<file path="src/rtl/flash_seq_pkg.sv">
package flash_seq_pkg;

  typedef enum logic [2:0] {
    ST_IDLE,   // waiting for first key
    ST_UNL1,   // first key seen
    ST_UNL2,   // second key seen
    ST_PROG,   // program opcode seen, next write is the data
    ST_ERA1,   // erase opcode seen
    ST_ERA2,   // erase re-key one
    ST_ERA3    // erase re-key two, next write names the sector
  } seq_state_e;

  localparam int unsigned CMD_AW = 15;

  localparam logic [CMD_AW-1:0] CMD_ADDR_A = 15'h5555;
  localparam logic [CMD_AW-1:0] CMD_ADDR_B = 15'h2AAA;

  localparam logic [7:0] KEY_FIRST  = 8'hAA;
  localparam logic [7:0] KEY_SECOND = 8'h55;
  localparam logic [7:0] OP_PROGRAM = 8'hA0;
  localparam logic [7:0] OP_ERASE   = 8'h80;
  localparam logic [7:0] OP_SECTOR  = 8'h30;
  localparam logic [7:0] OP_RESET   = 8'hF0;

endpackage

</file>
<file path="src/rtl/flash_bus_sync.sv">
module flash_bus_sync #(
  parameter int unsigned ADDR_W      = 17,
  parameter int unsigned SYNC_STAGES = 2,
  parameter int unsigned HOLD_CLKS   = 3
) (
  input  logic              clk,
  input  logic              rst_n,
  input  logic              ce_n,
  input  logic              we_n,
  input  logic [ADDR_W-1:0] addr,
  input  logic [7:0]        data,
  output logic              wr_valid,
  output logic [ADDR_W-1:0] wr_addr,
  output logic [7:0]        wr_data
);

  localparam int unsigned LAST   = SYNC_STAGES - 1;
  localparam int unsigned HOLD_W = (HOLD_CLKS < 1) ? 1 : $clog2(HOLD_CLKS + 1);

  // Enable synchronisers and matching bus delay lines
  logic [SYNC_STAGES-1:0] ce_sh, we_sh;
  logic [ADDR_W-1:0]      a_sh [SYNC_STAGES];
  logic [7:0]             d_sh [SYNC_STAGES];

  always_ff @(posedge clk or negedge rst_n) begin
    if (!rst_n) begin
      ce_sh <= '1;
      we_sh <= '1;
      for (int i = 0; i < SYNC_STAGES; i++) begin
        a_sh[i] <= '0;
        d_sh[i] <= '0;
      end
    end else begin
      ce_sh[0] <= ce_n;
      we_sh[0] <= we_n;
      a_sh[0]  <= addr;
      d_sh[0]  <= data;
      for (int i = 1; i < SYNC_STAGES; i++) begin
        ce_sh[i] <= ce_sh[i-1];
        we_sh[i] <= we_sh[i-1];
        a_sh[i]  <= a_sh[i-1];
        d_sh[i]  <= d_sh[i-1];
      end
    end
  end

  // Write window: both enables low in the same sample
  logic act_now, act_q;
  logic open_evt, close_evt;

  assign act_now   = ~ce_sh[LAST] & ~we_sh[LAST];
  assign open_evt  =  act_now & ~act_q;
  assign close_evt = ~act_now &  act_q;

  logic [ADDR_W-1:0] addr_lat, addr_lat_d;
  logic [7:0]        data_lat_d;
  logic [HOLD_W-1:0] hold_cnt, hold_cnt_d;

  always_comb begin
    addr_lat_d = addr_lat;
    data_lat_d = wr_data;
    hold_cnt_d = hold_cnt;
    if (open_evt) begin
      addr_lat_d = a_sh[LAST];
      hold_cnt_d = HOLD_W'(HOLD_CLKS);
    end else if (hold_cnt != '0) begin
      hold_cnt_d = hold_cnt - 1'b1;
    end
    if (close_evt) begin
      data_lat_d = d_sh[LAST];
    end
  end

  always_ff @(posedge clk or negedge rst_n) begin
    if (!rst_n) begin
      act_q    <= 1'b0;
      addr_lat <= '0;
      hold_cnt <= '0;
      wr_valid <= 1'b0;
      wr_data  <= '0;
    end else begin
      act_q    <= act_now;
      addr_lat <= addr_lat_d;
      hold_cnt <= hold_cnt_d;
      wr_valid <= close_evt;
      wr_data  <= data_lat_d;
    end
  end

  assign wr_addr = addr_lat;

  // the address stays put for the hold window after it is captured
  p_addr_hold_r7: assert property (@(posedge clk) disable iff (!rst_n)
    (hold_cnt != '0) |-> (a_sh[LAST] == addr_lat));

  // a write is reported once
  p_valid_single_r9: assert property (@(posedge clk) disable iff (!rst_n)
    wr_valid |=> !wr_valid);

endmodule

</file>
<file path="src/rtl/flash_busy_timer.sv">
module flash_busy_timer #(
  parameter int unsigned BUSY_CYCLES = 64
) (
  input  logic clk,
  input  logic rst_n,
  input  logic start,
  output logic busy
);

  generate
    if (BUSY_CYCLES == 0) begin : g_none
      logic unused_inputs;
      assign unused_inputs = clk ^ rst_n ^ start;
      assign busy = 1'b0;
    end else begin : g_count
      localparam int unsigned CW = $clog2(BUSY_CYCLES + 1);
      logic [CW-1:0] cnt, cnt_d;

      always_comb begin
        cnt_d = cnt;
        if (start) begin
          cnt_d = CW'(BUSY_CYCLES);
        end else if (cnt != '0) begin
          cnt_d = cnt - 1'b1;
        end
      end

      always_ff @(posedge clk or negedge rst_n) begin
        if (!rst_n) cnt <= '0;
        else        cnt <= cnt_d;
      end

      assign busy = (cnt != '0);

      // a started operation is busy on the next cycle
      p_start_busy_r8: assert property (@(posedge clk) disable iff (!rst_n)
        start |=> busy);

      // busy ends only from the last count
      p_busy_end_r8: assert property (@(posedge clk) disable iff (!rst_n)
        $fell(busy) |-> ($past(cnt) == CW'(1)));
    end
  endgenerate

endmodule

</file>
<file path="src/rtl/flash_cmd_fsm.sv">
module flash_cmd_fsm
  import flash_seq_pkg::*;
#(
  parameter int unsigned ADDR_W   = 17,
  parameter int unsigned SECT_LSB = 12
) (
  input  logic                       clk,
  input  logic                       rst_n,
  input  logic                       wr_valid,
  input  logic [ADDR_W-1:0]          wr_addr,
  input  logic [7:0]                 wr_data,
  input  logic                       busy,
  output logic                       fire,
  output logic                       prog_stb,
  output logic [ADDR_W-1:0]          prog_addr,
  output logic [7:0]                 prog_data,
  output logic                       erase_stb,
  output logic [ADDR_W-SECT_LSB-1:0] erase_sector
);

  localparam int unsigned SECT_W = ADDR_W - SECT_LSB;

  seq_state_e state, state_d;
  logic       fire_p, fire_e;
  logic       at_a, at_b, take;

  assign at_a = (wr_addr[CMD_AW-1:0] == CMD_ADDR_A);
  assign at_b = (wr_addr[CMD_AW-1:0] == CMD_ADDR_B);
  assign take = wr_valid & ~busy;

  always_comb begin
    state_d = state;
    fire_p  = 1'b0;
    fire_e  = 1'b0;
    if (take) begin
      if (state != ST_PROG && wr_data == OP_RESET) begin
        state_d = ST_IDLE;
      end else begin
        unique case (state)
          ST_IDLE: state_d = (at_a && wr_data == KEY_FIRST)  ? ST_UNL1 : ST_IDLE;
          ST_UNL1: state_d = (at_b && wr_data == KEY_SECOND) ? ST_UNL2 : ST_IDLE;
          ST_UNL2: begin
            if (at_a && wr_data == OP_PROGRAM)    state_d = ST_PROG;
            else if (at_a && wr_data == OP_ERASE) state_d = ST_ERA1;
            else                                  state_d = ST_IDLE;
          end
          ST_PROG: begin
            fire_p  = 1'b1;
            state_d = ST_IDLE;
          end
          ST_ERA1: state_d = (at_a && wr_data == KEY_FIRST)  ? ST_ERA2 : ST_IDLE;
          ST_ERA2: state_d = (at_b && wr_data == KEY_SECOND) ? ST_ERA3 : ST_IDLE;
          ST_ERA3: begin
            fire_e  = (wr_data == OP_SECTOR);
            state_d = ST_IDLE;
          end
          default: state_d = ST_IDLE;
        endcase
      end
    end
  end

  assign fire = fire_p | fire_e;

  always_ff @(posedge clk or negedge rst_n) begin
    if (!rst_n) begin
      state        <= ST_IDLE;
      prog_stb     <= 1'b0;
      erase_stb    <= 1'b0;
      prog_addr    <= '0;
      prog_data    <= '0;
      erase_sector <= '0;
    end else begin
      state     <= state_d;
      prog_stb  <= fire_p;
      erase_stb <= fire_e;
      if (fire_p) begin
        prog_addr <= wr_addr;
        prog_data <= wr_data;
      end
      if (fire_e) begin
        erase_sector <= wr_addr[ADDR_W-1:SECT_LSB];
      end
    end
  end

  // strobes never overlap
  p_strobe_excl_r9: assert property (@(posedge clk) disable iff (!rst_n)
    $onehot0({prog_stb, erase_stb}));

  // a program pulse follows a write taken in the data step
  p_prog_origin_r2: assert property (@(posedge clk) disable iff (!rst_n)
    prog_stb |-> ($past(state) == ST_PROG && $past(take)));

  // an erase pulse follows the sector opcode in the last erase step
  p_erase_origin_r3: assert property (@(posedge clk) disable iff (!rst_n)
    erase_stb |-> ($past(state) == ST_ERA3 && $past(wr_data) == OP_SECTOR));

  // the reset byte idles the machine outside the data step
  p_reset_byte_r6: assert property (@(posedge clk) disable iff (!rst_n)
    (take && state != ST_PROG && wr_data == OP_RESET)
      |=> (state == ST_IDLE && !prog_stb && !erase_stb));

  // writes during busy do not move the sequence
  p_busy_freeze_r8: assert property (@(posedge clk) disable iff (!rst_n)
    (busy && wr_valid) |=> $stable(state));

  // strobes last one cycle
  p_prog_single_r9: assert property (@(posedge clk) disable iff (!rst_n)
    prog_stb |=> !prog_stb);

endmodule

</file>
<file path="src/rtl/flash_cmd_seq.sv">
module flash_cmd_seq #(
  parameter int unsigned ADDR_W      = 17,
  parameter int unsigned SYNC_STAGES = 2,
  parameter int unsigned HOLD_CLKS   = 3,
  parameter int unsigned BUSY_CYCLES = 64
) (
  input  logic              clk,
  input  logic              rst_n,
  input  logic              flash_ce_n,
  input  logic              flash_we_n,
  input  logic [ADDR_W-1:0] flash_addr,
  input  logic [7:0]        flash_data,
  output logic              prog_stb,
  output logic [ADDR_W-1:0] prog_addr,
  output logic [7:0]        prog_data,
  output logic              erase_stb,
  output logic [ADDR_W-13:0] erase_sector,
  output logic              busy
);

  localparam int unsigned SECT_LSB = 12;

  // Asynchronous assert, synchronous release
  logic [1:0] rst_pipe;
  logic       rst_n_i;

  always_ff @(posedge clk or negedge rst_n) begin
    if (!rst_n) rst_pipe <= 2'b00;
    else        rst_pipe <= {rst_pipe[0], 1'b1};
  end
  assign rst_n_i = rst_pipe[1];

  logic              wr_valid;
  logic [ADDR_W-1:0] wr_addr;
  logic [7:0]        wr_data;
  logic              fire;

  flash_bus_sync #(
    .ADDR_W      (ADDR_W),
    .SYNC_STAGES (SYNC_STAGES),
    .HOLD_CLKS   (HOLD_CLKS)
  ) u_sync (
    .clk      (clk),
    .rst_n    (rst_n_i),
    .ce_n     (flash_ce_n),
    .we_n     (flash_we_n),
    .addr     (flash_addr),
    .data     (flash_data),
    .wr_valid (wr_valid),
    .wr_addr  (wr_addr),
    .wr_data  (wr_data)
  );

  flash_cmd_fsm #(
    .ADDR_W   (ADDR_W),
    .SECT_LSB (SECT_LSB)
  ) u_fsm (
    .clk          (clk),
    .rst_n        (rst_n_i),
    .wr_valid     (wr_valid),
    .wr_addr      (wr_addr),
    .wr_data      (wr_data),
    .busy         (busy),
    .fire         (fire),
    .prog_stb     (prog_stb),
    .prog_addr    (prog_addr),
    .prog_data    (prog_data),
    .erase_stb    (erase_stb),
    .erase_sector (erase_sector)
  );

  flash_busy_timer #(
    .BUSY_CYCLES (BUSY_CYCLES)
  ) u_busy (
    .clk   (clk),
    .rst_n (rst_n_i),
    .start (fire),
    .busy  (busy)
  );

endmodule

</file>
<file path="config.mk">
export PLATFORM = sky130hd
export DESIGN_NAME = flash_cmd_seq
export DESIGN_NICKNAME = d
export VERILOG_FILES = /design/src/rtl/flash_seq_pkg.sv /design/src/rtl/flash_bus_sync.sv /design/src/rtl/flash_busy_timer.sv /design/src/rtl/flash_cmd_fsm.sv /design/src/rtl/flash_cmd_seq.sv
export SDC_FILE = /design/constraint.sdc
export NUM_CORES = 1
export LEC_CHECK = 0
export BUFFER_PORTS_ARGS = -buffer_cell sky130_fd_sc_hd__buf_4
export CORE_UTILIZATION = 40
export CTS_BUF_LIST = sky130_fd_sc_hd__clkbuf_4 sky130_fd_sc_hd__clkbuf_8
export DETAILED_ROUTE_END_ITERATION = 10
export GPL_TIMING_DRIVEN = 0
export HOLD_SLACK_MARGIN = 0.03
export PLACE_DENSITY_LB_ADDON = 0.25
export SYNTH_ARGS = -nofsm -noshare
export SYNTH_HDL_FRONTEND = slang
export SYNTH_HIERARCHICAL = 1
export SYNTH_SLANG_ARGS = --single-unit
</file>
<file path="constraint.sdc">
create_clock -name clk -period 4 [get_ports clk]
set_input_delay 0.8 -clock clk [delete_from_list [all_inputs] [get_ports clk]]
set_output_delay 0.8 -clock clk [all_outputs]
set_load 0.005 [all_outputs]
</file>
; ---- After elaboration in Yosys (flattened, before gate mapping)
; Cells that the tools add are included.
; W data, S select, Z words.
[classes]
add_sub_neg = 1
n_eq_ne = 15
mux = 16
bitwise_logic = 10
n_reduce_logical = 8
[op_table]
columns = op, n
row1 = $eq A8 B8 Y1 const B, 4
row2 = $eq A15 B14 Y1 const B, 1
row3 = $eq A15 B15 Y1 const B, 1
row4 = $mux W3, 5
row5 = $pmux W3 S5, 1
row6 = $mux W7, 2
row7 = $eq A3 B3 Y1 const B, 3
row8 = $eq A8 B6 Y1 const B, 1
row9 = $eq A8 B7 Y1 const B, 1
row10 = $mux W1, 7
row11 = $reduce_bool A7 Y1, 1
row12 = $sub A7 B1 Y7 const B, 1
row13 = $eq A3 B2 Y1 const B, 2
row14 = $logic_and A1 B1 Y1, 5
row15 = $not A1 Y1, 5
row16 = $and A1 B1 Y1, 4
row17 = $eq A3 B1 Y1 const B, 1
row18 = $logic_not A3 Y1, 1
row19 = $ne A3 B2 Y1 const B, 1
row20 = $mux W2, 1
row21 = $reduce_bool A2 Y1, 1
row22 = $or A1 B1 Y1, 1
[totals]
register_bits = 125
inputBits = 29

; ---- Logic depth before layout (Yosys ltp)
[depth]
depth_word = 6
mapped_depth = 14
ltp_nobuf = 11

; ---- Hierarchy
; The synthesis kept the hierarchy.
[modules_own_cells]
columns = mod, instances, cells_each, area_each_um2, seq_area_each_um2
row1 = flash_bus_sync, 1, 111, 2361.0, 2031.9
row2 = flash_cmd_fsm, 1, 113, 1582.8, 875.8
row3 = flash_busy_timer, 1, 39, 389.1, 175.2
row4 = flash_cmd_seq, 1, 3, 53.8, 50.0

; ---- Least setup slack after synthesis
; No wires, ideal clock.
[synth_path]
path_type = register -> register
start = register u_busy.g_count.cnt[0]
end = register u_busy.g_count.cnt[0]
t_arrival_ps = 2446
t_required_ps = 3875
path_slack_ps = 1429
path_stages_with_launch = 14
n_path_buf = 3
synth_period_minus_slack_ps = 2571
path_cell_list = dfrtp_1 -> inv_1 -> ha_1 -> nand2b_4 -> nor4_4 -> inv_2 -> nand3b_1 -> nor3b_1 -> buf_2 -> buf_4 -> nand2b_1 -> clkbuf_1 -> nor2_1 -> mux2_2
[synth_via]
elab_chain_len = 6
elab_cells_between_ends = 10
classes_between = add/sub (1) / mux (4) / bitwise (3) / reduce/logical (2)
[synth_lines]
columns = item, line_no
row1 = from (decl), flash_busy_timer.sv:17  ; logic [CW-1:0] cnt, cnt_d;
row2 = from (signal assigned), flash_busy_timer.sv:30  ; else cnt <= cnt_d;
row3 = $reduce_bool A7 Y1 *, flash_busy_timer.sv:33  ; assign busy = (cnt != '0);
row4 = named net busy, flash_cmd_seq.sv:18  ; output logic busy
row5 = $not A1 Y1 *, flash_cmd_fsm.sv:29  ; assign take = wr_valid & ~busy;
row6 = $and A1 B1 Y1 *, flash_cmd_fsm.sv:29
row7 = $mux W1 *, flash_cmd_fsm.sv:35  ; if (take) begin
row8 = named net u_fsm.fire_p, flash_cmd_fsm.sv:24  ; logic fire_p, fire_e;
row9 = $or A1 B1 Y1 *, flash_cmd_fsm.sv:63  ; assign fire = fire_p | fire_e;
row10 = named net fire, flash_cmd_seq.sv:36  ; logic fire;
row11 = $mux W7 / $reduce_bool A2 Y1 (equally long branches), -
; The timed path passes the listed nets; every way through them passes the cells marked *. The select of a mux whose other input is x is not followed.
; A chain may end at the register's enable or synchronous reset.

; ---- Final worst setup path
[layout_path]
start = register u_busy.g_count.cnt[0]
end = register u_busy.g_count.cnt[0]
[layout_via]
elab_chain_len = 6
elab_cells_between_ends = 10
classes_between = add/sub (1) / mux (4) / bitwise (3) / reduce/logical (2)
[layout_lines]
columns = item, line_no
row1 = $reduce_bool A7 Y1 *, flash_busy_timer.sv:33
row2 = $not A1 Y1 *, flash_cmd_fsm.sv:29
row3 = $and A1 B1 Y1 *, flash_cmd_fsm.sv:29
row4 = $mux W1 *, flash_cmd_fsm.sv:35
row5 = named net u_fsm.fire_p, flash_cmd_fsm.sv:24
row6 = $or A1 B1 Y1 *, flash_cmd_fsm.sv:63
row7 = named net fire, flash_cmd_seq.sv:36
row8 = $mux W7 / $reduce_bool A2 Y1 (equally long branches), -
; Marked as above.

==> summary.txt <==
Outcome
  – Status: finished, final reports clean

Setup path
  – FF-to-FF Start: u_busy/g_count.cnt[0]
  – Worst setup EP type: flip-flop
  – CP Launch Point: u_busy/g_count.cnt[0]
  – WS Path Type: reg2reg
  – Critical Path Fanout Max: 10
  – Worst Setup Start Kind: flip-flop
  – R2R Setup Slk: 0.94 ns
  – Worst EP arrival: 3.37 ns
  – CP required: 4.31 ns

Flow run
  – Max Cap Viol: 0

Pwr
  – Final Total Pwr: 2.710 mW
  – PD cells: 495.8 nW/µm²
  – Clock share of power: 42.6%
  – Seq pwr share: 52.8%
  – Pint: 2.108 mW
  – Logic gate share of total power: 4.6%
  – Leakage: 2.596 nW
  – P_sw: 0.6016 mW
  – Peak supply drop: 0.2825 mV
  – Sw Share: 22.20%

GRT
  – GRT overflow: 0
  – Largest net degree at the start of global routing: 64
  – Initial antenna violation count: 0
  – Global-route wire length before repair: 12,820 µm
  – Number of global-route vias before repair: 2,508
  – Total track usage: 15.23%

Floorplanning
  – CORE AREA: 10,460 µm²
  – Initial core utilization: between 40% and 50%
  – Die ar.: 11,390 µm²
  – Die Y: roughly 110 µm
  – Floorplan row count: 37
  – DIE WIDTH: roughly 110 µm
  – # IOs: 62

STA
  – Hold_ws: 0.1454 ns
  – Slew HR: a little under half
  – RSZ-0062 raised after global routing: no
  – Layout Skew: 0.01262 ns
  – Count of final max-slew check failures: 0
  – Setup TNS Final: 0 ns
  – Setup slack after layout: 0.9389 ns
  – Final period util: 76.53%
  – Final min period: 3.061 ns
  – Fmax: 326.7 MHz
  – Worst-Margin Slew: 0.8172 ns
  – Final hold vios: 0
  – Final setup fails: 0

Clock tree
  – Clk Latency, worst-skew pair: 0.43 ns
  – Root buf cell: clkbuf_8
  – CTS sink count: 125
  – Hold-fix buffers at CTS: 0
  – # resized after CTS: 0
  – CTS tree: built
  – Setup bufs post-CTS: 0
  – Clk slew on worst S/H paths: 0.07 ns
  – Num CTS Buffers: 17
  – H-tree depth: 4
  – Max clock buf depth: 2

Routing
  – # DRC: 0
  – Routed Antenna Nets: 0
  – Vias per Instance: 4.867
  – Vias after detailed routing: 2,409
  – Initial DRC count: 58
  – DR WL/cell: ~15 µm
  – First-pass DRT Iterations: 4
  – Final wirelength: 7591 µm

Cells and area
  – Final design area excluding fillers: 5466 µm²
  – Antenna diode count: 0
  – Area of the multi-input gates: between 1000 and 1500 µm²
  – Final cell count without fillers: 495
  – Synth-to-Final Area Change: 24.61%
  – Reg area: 3137 µm²
  – Nets: 377
  – # fillers: 901
  – Final Util: 52.25%
  – Layout cells sized above 1: 47.08%

Synth
  – Seq/Total Area, Yosys: a little under three quarters
  – Most used DFF post-synth: dfrtp_1
  – Largest cells by area after synthesis: dfrtp_1 69%, mux2_2 14%, dfstp_2 2.4%
  – Synth Register Bits: 125
  – Top-count cell post-synth: dfrtp_1
  – Number of enable flip-flop cells after synthesis: 0
  – Largest area contributor in the netlist: dfrtp_1
  – Post-Syn Area: around 4400 µm²
  – Post-synth top cells: 121 x dfrtp_1, 56 x mux2_2, 10 x nor2_1, 5 x inv_1, 5 x nand2_1
  – Async SR Flop Fraction: 100.0%
  – Post-synthesis net count: 296
  – Synth top area share: 69.02%
  – YS warnings: 6
  – Avg Inst Size Synth: approximately 16 µm²
  – Cells after Synth: 266
  – Synth cell types: 50

Place
  – Placer Congestion: 0.8517
  – # placed instances: 464
  – Dpl cell area: between 5000 and 6000 µm²
  – Setup Slack @ Placement: about 1 ns
  – Post-DP HPWL: approximately 5000 µm
  – I/O Buffers: between 60 and 70

Hold path
  – Worst hold path type: in2async
[flip-flops by register name, indices dropped and copies added, names as in the netlist]
signal              cells
u_sync/ce_sh            2
u_fsm/prog_stb          1
u_sync/wr_addr         17
rst_pipe                2
u_fsm/state             3
u_fsm/erase_stb         1
u_fsm/prog_data         8
u_busy/g_count.cnt      7
u_sync/we_sh            2
u_sync/wr_data          8
u_sync/wr_valid         1
u_sync/a_sh            34
u_sync/act_q            1
u_fsm/prog_addr        17
u_sync/d_sh            16
u_fsm/erase_sector      5
[final cells by class]
type | count | area share, %
clock buffer | 19 | 4.555
sequential | 125 | 57.38
clock inverter | 12 | 3.136
inverter | 6 | 0.4120
buffer | 5 | 0.7095
tap | 136 | 3.113
timing repair buffer | 62 | 8.881
multi-input combinational | 130 | 21.81
[worst paths after layout]
path | to | cells after the start
min | rst_pipe[1] | 1
max in group asynchronous | u_busy/g_count.cnt[3] | 1
max | u_busy/g_count.cnt[0] | 13
max reg2reg | u_busy/g_count.cnt[0] | 13
min in group clk | u_sync/a_sh[14] | 0
min reg2reg | u_sync/a_sh[14] | 0
[layer usage]
layer | global-route usage (%) | vias to the layer above | routed length, µm
li1 | - | 1106 | -
met1 | 19.30 | 1231 | 3497
met2 | 23.18 | 62 | 3594
met3 | 5.106 | 10 | 361
met4 | 7.926 | 0 | 137
met5 | 0 | - | 0
[logic make-up (layout without fill, tap and decap cells)]
family | Yosys count | after routing | share of synthesized area (%)
other cells | 1 | 1 | 0.08549
flops | 125 | 125 | 71.42
buf+inv | 11 | 104 | 1.397
fa+ha+maj | 1 | 1 | 0.2852
simple gates | 53 | 53 | 9.241
mux | 57 | 57 | 14.60
compound gates | 18 | 18 | 2.967
[placed cells by master (no fill, tap or decap), types with 2 or more instances in the layout]
master	n
a21oi_1	3
and2_1	2
and4b_1	2
buf_4	63
bufinv_16	4
clkbuf_4	2
clkbuf_8	17
clkinv_2	4
clkinvlp_4	3
dfrtp_1	120
dfstp_2	4
inv_1	5
mux2_2	56
nand2_1	5
nand2b_1	2
nand3b_1	2
nand4b_1	2
nand4bb_1	2
nor2_1	10
nor3_1	2
nor3b_1	2
nor4_1	2
nor4_4	2
nor4b_1	2
nor4bb_1	2
o21ai_0	2
o31ai_1	3
or3_1	3
or4bb_1	2
[power groups by stage]
stage | sequential [mW] | combinational (mW) | clock (mW)
6_report | 1.43 | 0.125 | 1.16
3_5_place_dp | 1.45 | 0.127 | 0
2_1_floorplan | 1.43 | 0.0811 | 0
4_1_cts | 1.43 | 0.128 | 1.20
3_3_place_gp | 1.46 | 0.109 | 0
5_1_grt | 1.44 | 0.138 | 1.25
[critical path, stage by stage, from the launching register on]
cell and delay (ns):
dfrtp_1 0.41, inv_1 0.09, ha_1 0.24, nand2b_4 0.10, nor4_4 0.23, inv_2 0.12
nand3b_1 0.23, nor3b_1 0.21, buf_2 0.27, buf_4 0.24, nand2b_1 0.13, clkbuf_1 0.33
nor2_1 0.08, mux2_2 0.26
(Power assumes the default switching activity.)
